<file path="src/rtl/hzd_pkg.sv">
package hzd_pkg;

  // Widest register index the comparison helpers accept.
  localparam int unsigned IDX_MAX_W = 8;

  typedef enum logic [1:0] {
    SRC_RF    = 2'd0,
    SRC_EXMEM = 2'd1,
    SRC_MEMWB = 2'd2
  } opnd_src_e;

  // A producer can satisfy a reader when it writes a real register
  // (not x0) and that register is the one being read.
  function automatic logic idx_hit(input logic [IDX_MAX_W-1:0] src,
                                   input logic [IDX_MAX_W-1:0] dst,
                                   input logic                 wen);
    return wen && (dst != '0) && (dst == src);
  endfunction

endpackage

</file>
<file path="src/rtl/hzd_src_sel.sv">
module hzd_src_sel #(
  parameter int unsigned AW = 5
) (
  input  logic [AW-1:0]        src_idx_i,
  input  logic [AW-1:0]        exm_rd_i,
  input  logic                 exm_wen_i,
  input  logic                 exm_load_i,
  input  logic [AW-1:0]        mwb_rd_i,
  input  logic                 mwb_wen_i,
  output hzd_pkg::opnd_src_e   sel_o,
  output logic                 exm_hit_o,
  output logic                 mwb_hit_o
);
  import hzd_pkg::*;

  localparam int unsigned XW = IDX_MAX_W;

  // A load in EX/MEM only holds an address there, so it cannot feed EX.
  assign exm_hit_o = idx_hit(XW'(src_idx_i), XW'(exm_rd_i), exm_wen_i) && !exm_load_i;
  assign mwb_hit_o = idx_hit(XW'(src_idx_i), XW'(mwb_rd_i), mwb_wen_i);

  always_comb begin
    if (exm_hit_o)      sel_o = SRC_EXMEM;
    else if (mwb_hit_o) sel_o = SRC_MEMWB;
    else                sel_o = SRC_RF;
  end

endmodule

</file>
<file path="src/rtl/hzd_loaduse.sv">
module hzd_loaduse #(
  parameter int unsigned AW   = 5,
  parameter int unsigned NSRC = 2
) (
  input  logic [NSRC-1:0][AW-1:0] src_idx_i,
  input  logic [NSRC-1:0]         src_use_i,
  input  logic [AW-1:0]           ex_rd_i,
  input  logic                    ex_wen_i,
  input  logic                    ex_load_i,
  output logic [NSRC-1:0]         src_hit_o,
  output logic                    stall_o
);
  import hzd_pkg::*;

  localparam int unsigned XW = IDX_MAX_W;

  for (genvar s = 0; s < NSRC; s++) begin : g_src
    assign src_hit_o[s] = src_use_i[s] &&
                          idx_hit(XW'(src_idx_i[s]), XW'(ex_rd_i), ex_wen_i);
  end

  assign stall_o = ex_load_i && (|src_hit_o);

endmodule

</file>
<file path="src/rtl/fwd_hazard_unit.sv">
module fwd_hazard_unit #(
  parameter int unsigned AW = 5
) (
  input  logic [AW-1:0] id_rs1_i,
  input  logic [AW-1:0] id_rs2_i,
  input  logic          id_use_rs1_i,
  input  logic          id_use_rs2_i,
  input  logic [AW-1:0] ex_rs1_i,
  input  logic [AW-1:0] ex_rs2_i,
  input  logic [AW-1:0] ex_rd_i,
  input  logic          ex_wen_i,
  input  logic          ex_load_i,
  input  logic [AW-1:0] exm_rd_i,
  input  logic          exm_wen_i,
  input  logic          exm_load_i,
  input  logic [AW-1:0] mwb_rd_i,
  input  logic          mwb_wen_i,
  output logic [1:0]    fwd_a_o,
  output logic [1:0]    fwd_b_o,
  output logic          stall_o,
  output logic          idex_bubble_o
);
  import hzd_pkg::*;

  localparam int unsigned NSRC = 2;

  logic [NSRC-1:0][AW-1:0] ex_src;
  logic [NSRC-1:0][AW-1:0] id_src;
  logic [NSRC-1:0]         id_use;
  opnd_src_e               src_sel  [NSRC];
  logic [NSRC-1:0]         exm_hit;
  logic [NSRC-1:0]         mwb_hit;
  logic [NSRC-1:0]         lu_hit;
  logic                    lu_stall;

  assign ex_src = {ex_rs2_i, ex_rs1_i};
  assign id_src = {id_rs2_i, id_rs1_i};
  assign id_use = {id_use_rs2_i, id_use_rs1_i};

  for (genvar s = 0; s < NSRC; s++) begin : g_byp
    hzd_src_sel #(.AW(AW)) u_sel (
      .src_idx_i (ex_src[s]),
      .exm_rd_i  (exm_rd_i),
      .exm_wen_i (exm_wen_i),
      .exm_load_i(exm_load_i),
      .mwb_rd_i  (mwb_rd_i),
      .mwb_wen_i (mwb_wen_i),
      .sel_o     (src_sel[s]),
      .exm_hit_o (exm_hit[s]),
      .mwb_hit_o (mwb_hit[s])
    );
  end

  hzd_loaduse #(.AW(AW), .NSRC(NSRC)) u_lu (
    .src_idx_i(id_src),
    .src_use_i(id_use),
    .ex_rd_i  (ex_rd_i),
    .ex_wen_i (ex_wen_i),
    .ex_load_i(ex_load_i),
    .src_hit_o(lu_hit),
    .stall_o  (lu_stall)
  );

  assign fwd_a_o       = src_sel[0];
  assign fwd_b_o       = src_sel[1];
  assign stall_o       = lu_stall;
  assign idex_bubble_o = lu_stall;

endmodule

</file>
<file path="config.mk">
export PLATFORM = sky130hd
export DESIGN_NAME = fwd_hazard_unit
export DESIGN_NICKNAME = d
export VERILOG_FILES = /design/src/rtl/hzd_pkg.sv /design/src/rtl/hzd_src_sel.sv /design/src/rtl/hzd_loaduse.sv /design/src/rtl/fwd_hazard_unit.sv
export SDC_FILE = /design/constraint.sdc
export NUM_CORES = 1
export LEC_CHECK = 0
export ABC_AREA = 1
export BUFFER_PORTS_ARGS = -buffer_cell sky130_fd_sc_hd__buf_2
export CAP_MARGIN = 20
export CORE_AREA = 2 2 44 46
export DETAILED_ROUTE_END_ITERATION = 16
export DIE_AREA = 0 0 46 48
export GPL_ROUTABILITY_DRIVEN = 0
export PLACE_DENSITY = 0.87
export REMOVE_ABC_BUFFERS = 1
export SYNTH_ARGS = -nofsm -noshare
export SYNTH_HDL_FRONTEND = slang
export SYNTH_HIERARCHICAL = 1
export SYNTH_SLANG_ARGS = --single-unit
</file>
<file path="constraint.sdc">
create_clock -name vclk -period 1.5
set_clock_uncertainty 0.2 [all_clocks]
set_input_delay 0.3 -clock vclk [all_inputs]
set_output_delay 0.3 -clock vclk [all_outputs]
set_load 0.1 [all_outputs]
</file>
==> reports/results.ini <==
[timing]
relSlewSlack_pct=86.5
holdWs_ns=0.874
setup_viol_count_final=6
fin_crit_ns=1.81
min_period_over_period_pct=121
slew_violations=0
hold_violations=0
fin_ws_ns=-0.313
max_freq_mhz=552
rsz0062_at_grt=true
tightest_slew_ns=0.202

[floorplan]
io_pins=48
dieArea_mm2=0.00221
start_util_pct=42.7
coreArea_mm2=0.00169
row_count=15
die_w_um=46
fp.dieH_um=48

[setup_path]
cp.depth=8
critPathMaxFanout=6
arrival_ns=1.31
start_kind=input port
cp.buffers_inverters=3
critPathMaxStageDelay_ns=0.19
cp-end-kind=output port
crit_slowest_cell=nor2_1
cp.required_ns=1.00
cpMostUsedCell=nand2_1
crit_family=simple AND/OR/NAND/NOR gates
crit_path_cell_trace=buf_8, inv_1, nand2_1, nand2_1, nor2_1, nand4_1, nor2_4, buf_12
critPathKind=input port to output port

[power_and_ir_drop]
p_int_mw=0.183
p_sw_mw=0.206
p_clk_share_pct=0
power_density_mw_per_mm2=268
sw_frac_of_total_pct=52.9
peakVddDrop_uv=169
leakage_nw=0.852
power_frac_seq_pct=0
p_comb_share_pct=100.0

[cells_and_area]
final_util_pct=85.9
fill_cells=100
layout-drive-gt1-share_pct=50.5
seq_area_um2=0
final_nets=266
syn_to_final_growth_pct=101
postLayoutCellArea_mm2=0.00145
design.seq.count=0
num-clock-buffers=0
diodes=0

[synthesis]
yosys_warnings=6
syn-cell-area_um2=721
synth_area_per_cell_um2=4.21
syn_inst=171

[routing]
drtIter0Drc=112
avgViaCountPerCell=5.28
wl_met2_um=1630
antenna_left=0
vias=1263
avgRoutedWirePerCell_um=13.9
top_layer=met4
wl_um=3310
route.layer.met1.wl_um=1150
drc_errors=0
met3_length_um=412
drt_pass1_iterations=5

[job]
cap_violations=0

[global_route]
grt_overflow_total=0
grt_pass1_wl_um=3490
grt_max_degree=7
grt_usage_pct=21.2
antenna_found_initial=0
grt_pass1_vias=958

[place]
pre_cts_slack_ns=-0.284
numPortBuffers=48
placed_area_mm2=0.00108
hpwl_um=1650

[status]
status=finished, violations left
violations=setup timing

[worst_hold_path]
min_path_type=input port to output port
min_path_cells=5

per-layer routing:
metal / vias up / track usage [%]
met5: - / 0
met4: 0 / 2.29
met3: 18 / 3.02
met2: 109 / 47.2
met1: 541 / 20.2
li1: 595 / -
power by group through the flow:
stage	clock network (mW)	registers, mW	logic [mW]
after global routing	0	0	0.413
after detailed placement	0	0	0.251
after global placement	0	0	0.248
after CTS	0	0	0.301
after floorplan	0	0	0.136
final	0	0	0.389
final timing paths:
kind | start | endpoint | slack [ns]
setup / recovery | mwb_rd_i[1] | fwd_a_o[1] | -0.31
hold / removal | ex_rs2_i[4] | fwd_b_o[1] | 0.87
cell usage in the layout, fill, tap and decap left out, types with 3 or more instances in the layout:
cell type	count
buf_2	18
buf_8	8
inv_4	8
buf_6	12
buf_12	9
nand2_4	4
nand2_1	56
nand3_1	6
nor2_1	17
buf_4	7
xor2_1	4
inv_2	12
nand2_2	13
nor2_2	8
nor2_4	5
nand3_2	3
inv_1	23
what timing repair did:
action,4_1_cts,5_1_grt
resized for setup,49,63
endpoints found under the hold margin,0,0
pin swaps,21,28
setup endpoints to repair,6,6
hold buffers,0,0
buffers inserted,1,1
cloned,0,0
layout make-up:
class	instances	area [µm²]	area share, %
inverters	45	201	13.9
multi-input cells	123	651	44.8
well taps	17	21.3	1.47
repair buffers	54	578	39.8
metrics by stage:
stage          total power, mW  TNS, ns  cells
5_1_grt                  0.413    -1.70    239
3_3_place_gp             0.248    -1.30    237
6_report                 0.389    -1.38    239
4_1_cts                  0.301    -1.13    238
2_1_floorplan            0.136    -8.20    168
3_5_place_dp             0.251    -1.33    237
Power figures use the tool's default switching activity.
